--- config.mk ---
export PLATFORM = sky130hd
export DESIGN_NAME = spi_pack_dp
export DESIGN_NICKNAME = d
export VERILOG_FILES = /design/src/rtl/spi_pack_pkg.sv /design/src/rtl/spi_pair_fifo.sv /design/src/rtl/spi_sel_resolve.sv /design/src/rtl/spi_pack_dp.sv
export SDC_FILE = /design/constraint.sdc
export NUM_CORES = 1
export LEC_CHECK = 0
export BUFFER_PORTS_ARGS = -buffer_cell sky130_fd_sc_hd__buf_2
export CAP_MARGIN = 20
export CORE_MARGIN = 4
export CORE_UTILIZATION = 51
export CTS_CLUSTER_SIZE = 8
export DETAILED_ROUTE_END_ITERATION = 10
export PLACE_DENSITY = 0.84
export SLEW_MARGIN = 20
export SYNTH_ARGS = -nofsm -noshare
export SYNTH_HDL_FRONTEND = slang
export SYNTH_SLANG_ARGS = --single-unit
--- constraint.sdc ---
create_clock -name clk_i -period 2.8 [get_ports clk_i]
set_clock_uncertainty 0.15 [all_clocks]
set_input_delay 0.14 -clock clk_i [delete_from_list [all_inputs] [get_ports clk_i]]
set_output_delay 0.14 -clock clk_i [all_outputs]
set_load 0.01 [all_outputs]
--- src/rtl/spi_pack_pkg.sv ---
package spi_pack_pkg;
  localparam int PACK_MAX_W = 8;

  // number of frames moved into or out of a queue in one cycle
  typedef enum logic [1:0] {
    MV_NONE = 2'd0,
    MV_ONE  = 2'd1,
    MV_TWO  = 2'd2
  } move_e;
endpackage

--- src/rtl/spi_pair_fifo.sv ---
module spi_pair_fifo
  import spi_pack_pkg::*;
#(
  parameter int W     = 8,
  parameter int DEPTH = 4,
  localparam int PW   = $clog2(DEPTH),
  localparam int CW   = $clog2(DEPTH + 1)
) (
  input  logic          clk_i,
  input  logic          rst_ni,
  input  move_e         push_n_i,
  input  logic [W-1:0]  push_d0_i,
  input  logic [W-1:0]  push_d1_i,
  input  move_e         pop_n_i,
  output logic [W-1:0]  head0_o,
  output logic [W-1:0]  head1_o,
  output logic [CW-1:0] count_o
);
  logic [W-1:0]  mem_q [DEPTH];
  logic [PW-1:0] wr_ptr_q, rd_ptr_q;
  logic [CW-1:0] cnt_q;

  always_ff @(posedge clk_i) begin
    if (push_n_i != MV_NONE) mem_q[wr_ptr_q] <= push_d0_i;
    if (push_n_i == MV_TWO)  mem_q[wr_ptr_q + PW'(1)] <= push_d1_i;
  end

  always_ff @(posedge clk_i or negedge rst_ni) begin
    if (!rst_ni) begin
      wr_ptr_q <= '0;
      rd_ptr_q <= '0;
      cnt_q    <= '0;
    end else begin
      wr_ptr_q <= wr_ptr_q + PW'(push_n_i);
      rd_ptr_q <= rd_ptr_q + PW'(pop_n_i);
      cnt_q    <= cnt_q + CW'(push_n_i) - CW'(pop_n_i);
    end
  end

  assign head0_o = mem_q[rd_ptr_q];
  assign head1_o = mem_q[rd_ptr_q + PW'(1)];
  assign count_o = cnt_q;

  // callers never pop more than held nor push past depth
  assert_no_underflow_R10: assert property (@(posedge clk_i) disable iff (!rst_ni)
    CW'(pop_n_i) <= cnt_q);
  assert_no_overflow_R10: assert property (@(posedge clk_i) disable iff (!rst_ni)
    (cnt_q - CW'(pop_n_i) + CW'(push_n_i)) <= CW'(DEPTH));
  assert_ptr_track_R10: assert property (@(posedge clk_i) disable iff (!rst_ni)
    (cnt_q < CW'(DEPTH)) |-> (PW'(wr_ptr_q - rd_ptr_q) == cnt_q[PW-1:0]));
endmodule

--- src/rtl/spi_sel_resolve.sv ---
module spi_sel_resolve (
  input  logic sw_sel_en_i,
  input  logic sw_sel_i,
  input  logic sel_pin_i,
  output logic sel_level_o,
  output logic sel_active_o
);
  always_comb begin
    sel_level_o  = sw_sel_en_i ? sw_sel_i : sel_pin_i;
    sel_active_o = ~sel_level_o;
  end
endmodule

--- src/rtl/spi_pack_dp.sv ---
module spi_pack_dp
  import spi_pack_pkg::*;
#(
  parameter int FRAME_W  = 8,
  parameter int TX_DEPTH = 4,
  parameter int RX_DEPTH = 4
) (
  input  logic                         clk_i,
  input  logic                         rst_ni,
  input  logic [$clog2(FRAME_W+1)-1:0] width_i,
  input  logic                         byte_acc_i,
  input  logic                         wr_en_i,
  input  logic                         wr_wide_i,
  input  logic [2*FRAME_W-1:0]         wr_data_i,
  input  logic                         rd_en_i,
  input  logic                         rd_wide_i,
  output logic [2*FRAME_W-1:0]         rd_data_o,
  output logic                         rx_ready_o,
  output logic                         rx_half_o,
  output logic                         tx_ovf_o,
  input  logic                         ovf_clr_i,
  output logic                         tx_valid_o,
  output logic [FRAME_W-1:0]           tx_frame_o,
  input  logic                         tx_pop_i,
  input  logic                         rx_push_i,
  input  logic [FRAME_W-1:0]           rx_frame_i,
  input  logic                         sw_sel_en_i,
  input  logic                         sw_sel_i,
  input  logic                         sel_pin_i,
  output logic                         sel_active_o
);
  localparam int WW   = $clog2(FRAME_W + 1);
  localparam int TCW  = $clog2(TX_DEPTH + 1);
  localparam int RCW  = $clog2(RX_DEPTH + 1);
  localparam logic [TCW-1:0] TX_FULL = TCW'(TX_DEPTH);
  localparam logic [RCW-1:0] RX_FULL = RCW'(RX_DEPTH);
  localparam logic [RCW-1:0] RX_HALF = RCW'(RX_DEPTH / 2);

  logic               sel_level;
  logic               pack_on;
  logic [FRAME_W-1:0] fmask;

  spi_sel_resolve u_sel (
    .sw_sel_en_i (sw_sel_en_i),
    .sw_sel_i    (sw_sel_i),
    .sel_pin_i   (sel_pin_i),
    .sel_level_o (sel_level),
    .sel_active_o(sel_active_o)
  );

  always_comb begin
    for (int i = 0; i < FRAME_W; i++) fmask[i] = (WW'(i) < width_i);
  end

  assign pack_on = ~byte_acc_i && (width_i <= WW'(PACK_MAX_W));

  // ---------------- transmit side ----------------
  move_e              tx_push_n, tx_pop_n;
  logic [TCW-1:0]     tx_cnt, tx_free, tx_need;
  logic [FRAME_W-1:0] tx_head0, tx_head1;
  logic               tx_accept, tx_pop_ok, ovf_q;

  always_comb begin
    tx_need   = (wr_wide_i && pack_on) ? TCW'(2) : TCW'(1);
    tx_free   = TX_FULL - tx_cnt;
    tx_accept = wr_en_i && (tx_free >= tx_need);
    tx_push_n = !tx_accept ? MV_NONE : (tx_need == TCW'(2)) ? MV_TWO : MV_ONE;
    tx_pop_ok = tx_pop_i && sel_active_o && (tx_cnt != '0);
    tx_pop_n  = tx_pop_ok ? MV_ONE : MV_NONE;
  end

  spi_pair_fifo #(.W(FRAME_W), .DEPTH(TX_DEPTH)) u_tx_q (
    .clk_i    (clk_i),
    .rst_ni   (rst_ni),
    .push_n_i (tx_push_n),
    .push_d0_i(wr_data_i[FRAME_W-1:0] & fmask),
    .push_d1_i(wr_data_i[2*FRAME_W-1:FRAME_W] & fmask),
    .pop_n_i  (tx_pop_n),
    .head0_o  (tx_head0),
    .head1_o  (tx_head1),
    .count_o  (tx_cnt)
  );

  always_ff @(posedge clk_i or negedge rst_ni) begin
    if (!rst_ni)                   ovf_q <= 1'b0;
    else if (wr_en_i && !tx_accept) ovf_q <= 1'b1;
    else if (ovf_clr_i)            ovf_q <= 1'b0;
  end

  assign tx_ovf_o   = ovf_q;
  assign tx_valid_o = (tx_cnt != '0);
  assign tx_frame_o = tx_head0;

  // ---------------- receive side ----------------
  move_e              rx_push_n, rx_pop_n;
  logic [RCW-1:0]     rx_cnt;
  logic [FRAME_W-1:0] rx_head0, rx_head1;
  logic               rx_ok, rd_pair;

  always_comb begin
    rx_ok     = rx_push_i && sel_active_o && (rx_cnt < RX_FULL);
    rx_push_n = rx_ok ? MV_ONE : MV_NONE;
    rd_pair   = rd_en_i && rd_wide_i && pack_on && (rx_cnt >= RCW'(2));
    if (!rd_en_i || rx_cnt == '0) rx_pop_n = MV_NONE;
    else if (rd_pair)             rx_pop_n = MV_TWO;
    else                          rx_pop_n = MV_ONE;
    rd_data_o = '0;
    if (rx_pop_n != MV_NONE) rd_data_o[FRAME_W-1:0] = rx_head0;
    if (rd_pair)             rd_data_o[2*FRAME_W-1:FRAME_W] = rx_head1;
  end

  spi_pair_fifo #(.W(FRAME_W), .DEPTH(RX_DEPTH)) u_rx_q (
    .clk_i    (clk_i),
    .rst_ni   (rst_ni),
    .push_n_i (rx_push_n),
    .push_d0_i(rx_frame_i & fmask),
    .push_d1_i('0),
    .pop_n_i  (rx_pop_n),
    .head0_o  (rx_head0),
    .head1_o  (rx_head1),
    .count_o  (rx_cnt)
  );

  assign rx_ready_o = pack_on ? (rx_cnt >= RCW'(2)) : (rx_cnt != '0);
  assign rx_half_o  = (rx_cnt >= RX_HALF);

  // ---------------- assertions ----------------
  assert_ovf_sticky_R4: assert property (@(posedge clk_i) disable iff (!rst_ni)
    (tx_ovf_o && !ovf_clr_i) |=> tx_ovf_o);
  assert_full_drop_R4: assert property (@(posedge clk_i) disable iff (!rst_ni)
    (tx_cnt == TX_FULL && wr_en_i) |=> tx_ovf_o);
  assert_pair_pop_R6: assert property (@(posedge clk_i) disable iff (!rst_ni)
    (rd_en_i && rd_wide_i && !byte_acc_i && rx_cnt >= RCW'(2) && !rx_push_i)
      |=> (rx_cnt == $past(rx_cnt) - RCW'(2)));
  assert_rx_gate_R10: assert property (@(posedge clk_i) disable iff (!rst_ni)
    (!sel_active_o && !rd_en_i) |=> $stable(rx_cnt));
  assert_tx_gate_R10: assert property (@(posedge clk_i) disable iff (!rst_ni)
    (!sel_active_o && !wr_en_i) |=> $stable(tx_cnt));
  assert_sel_src_R9: assert property (@(posedge clk_i) disable iff (!rst_ni)
    sw_sel_en_i |-> (sel_level == sw_sel_i));
endmodule

Word-level counts from Yosys, hierarchy flattened
Memory sizes are Yosys's and may differ from the RTL's.
Index checks and enable logic that the tools add are counted.

cells by class
  add/subtract/negate cells = 12
  $lt $le $gt $ge = 12
  equal/unequal tests = 3
  multiplexer cells = 24
  bitwise gates (word level) = 5
  reduce and logical (&&, ||, !) cells = 22

operator list
  cell                   count
  $and A8 B8 Y8          3
  $mux W8                3
  $lt A3 B4 Y1 const A   4
  $mux W1                15
  $mux W2                6
  $logic_and A1 B1 Y1    11
  $lt A1 B4 Y1 const A   2
  $lt A2 B4 Y1 const A   2
  $reduce_bool A2 Y1     4
  $reduce_or A8 Y1       1
  $add A2 B1 Y2 const B  3
  $reduce_bool A3 Y1     2
  $add A2 B1 Y2          2
  $add A2 B2 Y2          2
  $eq A2 B2 Y1 const B   2
  $le A4 B4 Y1 const B   1
  $add A3 B1 Y3          1
  $add A3 B2 Y3          1
  $ge A3 B2 Y1           1
  $ge A3 B2 Y1 const B   1
  $logic_not A3 Y1       1
  $lt A3 B3 Y1 const B   1
  $sub A3 B1 Y3          1
  $sub A3 B2 Y3          1
  5 further kinds        7

word-level totals
  flip-flop bits (word level) = 15
  RAM bits = 64
  input bits = 41
  output and inout port bits = 29
  memories kept = 2

memories
  memory        words  width  rd ports  clocked after Yosys merged registers in  write ports  RTL line             RTL
  u_rx_q.mem_q  4      8      2         0                                        1            spi_pair_fifo.sv:19  logic [W-1:0] mem_q [DEPTH];
  u_tx_q.mem_q  4      8      1         0                                        2            spi_pair_fifo.sv:19

Longest topological paths before layout
  word-level depth = 10
  mapped depth = 13
  gate-level depth less buffers = 12

Cells and area by module
A second synthesis with hierarchy kept.

unflattened totals
  cell total of the unflattened synthesis = 330
  area, all modules = 4912.2 µm²

by module, submodules not included
  module           instances  cells each  area each (µm²)  seq. area each (µm²)
  spi_pair_fifo    2          124         2167.1           1136.1
  spi_pack_dp      1          80          553.0            25.0
  spi_sel_resolve  1          2           25.0             0.0

Least setup slack after synthesis
No wires, ideal clock.

  kind = input-to-reg
  start point = input width_i[1]
  end point = register u_tx_q.cnt_q[2], in the netlist u_tx_q.count_o[2]
  arrival time = 2.831 ns
  required time = 2.527 ns
  slack = -0.304 ns
  cell stages on the path = 12
  cells stage by stage = buf_6 o31ai_2 and2_4 inv_6 ha_1 and2_1 a22oi_2 or2_2 ha_1 fa_1 xor2_1 xnor2_1

on the way
  longest elaborated chain between the ends = 9
  elaborated cells on any way between the ends = 11
  those cells by class = 2 x add/sub; 2 x order compare; 1 x eq/ne; 3 x mux; 3 x reduce/logical

RTL lines
  what                                                   RTL line                              RTL
  start, declared                                        spi_pack_dp.sv:10                     input logic [$clog2(FRAME_W+1)-1:0] width_i,
  $le A4 B4 Y1 *                                         spi_pack_dp.sv:55                     assign pack_on = ~byte_acc_i && (width_i <= WW'(PACK_MAX_W));
  $logic_and A1 B1 Y1 *                                  spi_pack_dp.sv:55
  $logic_and A1 B1 Y1 *                                  spi_pack_dp.sv:64                     tx_need = (wr_wide_i && pack_on) ? TCW'(2) : TCW'(1);
  $mux W2 *                                              spi_pack_dp.sv:64
  $ge A3 B2 Y1 / $eq A2 B2 Y1 (equally long branches)    spi_pack_dp.sv:66, spi_pack_dp.sv:67
  $logic_and A1 B1 Y1 / $mux W2 (equally long branches)  spi_pack_dp.sv:66, spi_pack_dp.sv:67
  $mux W2 *                                              spi_pack_dp.sv:67                     tx_push_n = !tx_accept ? MV_NONE : (tx_need == TCW'(2)) ? MV_TWO : MV_ONE;
  $add A3 B2 Y3 *                                        spi_pair_fifo.sv:36                   cnt_q <= cnt_q + CW'(push_n_i) - CW'(pop_n_i);
  $sub A3 B1 Y3 *                                        spi_pair_fifo.sv:36
  end signal, assigned                                   spi_pair_fifo.sv:36
  end, declared                                          spi_pair_fifo.sv:21                   logic [CW-1:0] cnt_q;

Every way passes the cells marked *; elsewhere a longest branch is shown, timed or not.
A chain may end at the register's enable or synchronous reset.

Final worst setup path
  start point = register u_tx_q.cnt_q[0], in the netlist u_tx_q.count_o[0]
  end point = register u_tx_q.cnt_q[2], in the netlist u_tx_q.count_o[2]

on the way
  longest elaborated chain between the ends = 6
  elaborated cells on any way between the ends = 9
  those cells by class = 3 x add/sub; 1 x order compare; 2 x mux; 3 x reduce/logical

RTL lines
  what                 RTL line             RTL
  $sub A3 B3 Y3        spi_pack_dp.sv:65    tx_free = TX_FULL - tx_cnt;
  $ge A3 B2 Y1         spi_pack_dp.sv:66    tx_accept = wr_en_i && (tx_free >= tx_need);
  $logic_and A1 B1 Y1  spi_pack_dp.sv:66
  $mux W2              spi_pack_dp.sv:67
  $add A3 B2 Y3        spi_pair_fifo.sv:36
  $sub A3 B1 Y3 *      spi_pair_fifo.sv:36

Marked as above.

==> metrics <==
Final Critical Period 2.59 ns; post-DP HPWL 6380 µm; DR pass1 iterations 4; Hold EP u_rx_q.mem_q[3][2]; final setup fails 0; Placer Congestion 0.794; Tot GR Track Use 0.183; core area 0.00781 mm²; worst setup margin 0.211 ns; Setup CP Type flop to flop; Max stage delay cell, worst path dfrtp_1; async set-reset flop share out of synthesis 0.190; vias per inst 5.49; Leakage 2.00 nW; Nets 421; crit path max fanout 3; H-tree levels 3; Routed Antenna Nets 0; FF-to-FF setup slack 0.21 ns; fillers 581; status completed; Clock Root Buffer clkbuf_8; Inserted Diodes 0; CP Capture Type flop; Chip Width 97.9 µm; kind of start point of the critical path flop; Syn Nets 332; fraction of layout cells with a size suffix above 1 0.393; Post-synth EDFFs 64; Final period util 0.925; DR iter-0 viols 105; CTS Sinks 79; Hold Path Stages 2; Main synth FF type edfxtp_1; DRC viols 0; fmax 0.386 GHz; Final Slew Violations 0; Final Hold Viols 0; Buf/Inv on CP 1; hold slack 0.0256 ns; CTS Buffer Depth 2; FF+latch area 0.00230 mm²; gr ovfl total 0; die footprint 0.00959 mm²; antenna violations before repair 0; Ys Warns 0; crit path DAT 2.66 ns; Die H 97.9 µm; Avg Cell Area, Syn 15.0 µm²; WP data required 2.87 ns; min-delay worst type input port to flop; num rows 32; area of the multi-input gates 0.00179 mm²; reg2reg path depth 10; sequential area share after synthesis 0.557; CP Cell Sequence inv_2 -> ha_4 -> ha_4 -> and2_4 -> a22oi_2 -> or2_4 -> ha_4 -> fa_2 -> xor2_1 -> xnor2_1; Initial Utilization 0.528; first-pass GRT wire length 13600 µm; WL/cell 17.9 µm; cell mode on critical path ha_4; number of global-route vias before repair 2730; reg2reg end u_tx_q.count_o[2]; Slew HR 0.474; Final TNS setup 0 ns; dpl cells 451; Syn Inst Count 275; Seq cells post-synth 79; Num CTS Buffers 9; worst slew pin tran 0.786 ns; post-synthesis cell type count 39; PD cells 940 mW/mm²; Slowest Stage Delay on Critical Path 0.38 ns; pre-CTS WS 0.0837 ns; Layout Cells excl Fill 471; RSZ-0062 raised after global routing no; area grow syn2layout 21.3%; CTS tree yes; Skew-Pair Late Insertion Delay 0.33 ns; peak supply drop 0.376 mV; Worst Hold Launch rx_frame_i[2]; Via Count 2585; Ports 70; worst r2r src u_tx_q.count_o[0]; Post-Syn Area 0.00413 mm²; total of max-cap violations 0; pin count of the biggest net entering global routing 17; Port Buffers 69; Routed WL 8420 µm; Worst-path clk slew 0.08 ns; delay-heaviest family, CP adder cells
==> state kept, by name, summed over array words and instances, names as in the netlist <==
| register | count |
|---|---|
| tx_ovf_o | 1 |
| u_tx_q.wr_ptr_q | 2 |
| u_tx_q.rd_ptr_q | 2 |
| u_tx_q.mem_q | 32 |
| u_tx_q.count_o | 3 |
| u_rx_q.mem_q | 32 |
| u_rx_q.rd_ptr_q | 2 |
| u_rx_q.count_o | 3 |
| u_rx_q.wr_ptr_q | 2 |
==> metrics by stage <==
step	power, mW	area [µm²]	utilization
3_5_place_dp	3.83	4750	0.608
4_1_cts	4.75	5000	0.641
5_1_grt	5.00	5000	0.641
3_3_place_gp	3.74	4750	0.608
6_report	4.70	5000	0.641
2_1_floorplan	3.23	4210	-
==> cell families (layout without fill, tap and decap cells) <==
family / count (synthesis) / in the layout / synth area share
AO/OA/AOI/OAI: 15 / 15 / 0.0252
XOR/XNOR: 10 / 10 / 0.0212
adder cells (fa/ha/maj): 16 / 16 / 0.0522
buffers and inverters: 27 / 121 / 0.0282
flip-flops: 79 / 79 / 0.557
multiplexers: 57 / 57 / 0.211
AND/OR/NAND/NOR: 71 / 71 / 0.105
==> layout make-up <==
type / instances / share of cell area
Clock buffer: 10 / 0.0255
Clock inverter: 6 / 0.0168
Inverter: 16 / 0.0135
Multi-Input combinational cell: 169 / 0.358
Sequential cell: 79 / 0.459
Tap cell: 102 / 0.0255
Timing Repair Buffer: 89 / 0.101
==> cells in the final DEF (no fill, tap or decap), drive strengths merged, types with 2 or more instances in the layout <==
master | netlist | routed
inv | 16 | 17
nor3b | 2 | 2
dfrtp | 15 | 15
or2 | 4 | 4
edfxtp | 64 | 64
nor2 | 3 | 3
nor3 | 3 | 3
and2 | 9 | 9
nor2b | 19 | 19
or3 | 3 | 3
xor2 | 5 | 5
xnor2 | 5 | 5
fa | 2 | 2
clkinv | 0 | 2
ha | 14 | 14
a21oi | 3 | 3
a21o | 2 | 2
clkbuf | 7 | 10
mux4 | 24 | 24
mux2i | 33 | 33
buf | 4 | 85
bufinv | 0 | 2
nand2 | 18 | 18
and3 | 2 | 2
and3b | 2 | 2
nand2b | 3 | 3
dlygate4sd3 | 0 | 4
o21ai | 5 | 5
==> worst reg2reg max path, delay by kind of cell, from the launching register on <==
kind | cells | cell delay, ns
flops | 1 | 0.38
buf+inv | 1 | 0.12
compound gates | 1 | 0.06
simple gates | 2 | 0.41
fa+ha+maj | 4 | 1.08
xor+xnor | 2 | 0.28
==> routing by layer <==
metal,share of wire,global-route usage,wire (µm),vias to the layer above
met5,0,0,0,-
met4,0.017,0.0714,146,0
met3,0.051,0.0357,433,12
met2,0.53,0.313,4470,77
met1,0.40,0.230,3370,1287
li1,-,-,-,1209
==> synthesized netlist by cell type, types with 4 or more instances <==
library cell	number	area share
nor2b_1	19	0.029
xor2_1	5	0.011
ha_1	14	0.042
clkbuf_1	7	0.0064
inv_1	15	0.014
or2_2	4	0.0061
mux4_2	24	0.13
edfxtp_1	64	0.47
dfrtp_1	15	0.091
and2_1	8	0.012
nand2_1	18	0.016
xnor2_1	5	0.011
mux2i_1	33	0.080
o21ai_0	4	0.0049
==> report_power, final <==
group / total, mW / internal, mW / switching, mW / leakage (nW)
registers: 1.83 / 1.62 / 0.214 / 0.767
logic: 1.97 / 1.03 / 0.943 / 1.13
clock network: 0.900 / 0.500 / 0.400 / 0.102
total: 4.70 / 3.15 / 1.56 / 2.00
==> worst max-delay path by stage <==
stage / from / endpoint / slack [ns] / cells after the start
3_5_place_dp: width_i[2] / u_tx_q.mem_q[1][4] / 0.08 / 10
2_1_floorplan: u_tx_q.count_o[0] / u_tx_q.count_o[2] / 0.0005 / 10
3_3_place_gp: width_i[2] / u_tx_q.count_o[2] / 0.14 / 12
4_1_cts: u_tx_q.count_o[0] / u_tx_q.count_o[2] / 0.22 / 10
6_report: u_tx_q.count_o[0] / u_tx_q.count_o[2] / 0.21 / 10
5_1_grt: u_tx_q.count_o[0] / u_tx_q.mem_q[2][1] / 0.07 / 8
==> what timing repair did <==
action,in CTS,in global routing
hold buffers,4,0
endpoints found under the hold margin,20,0
buffers inserted,0,0
gates resized for setup,0,0
endpoints found under the setup margin,0,0
(Power assumes the default switching activity.)
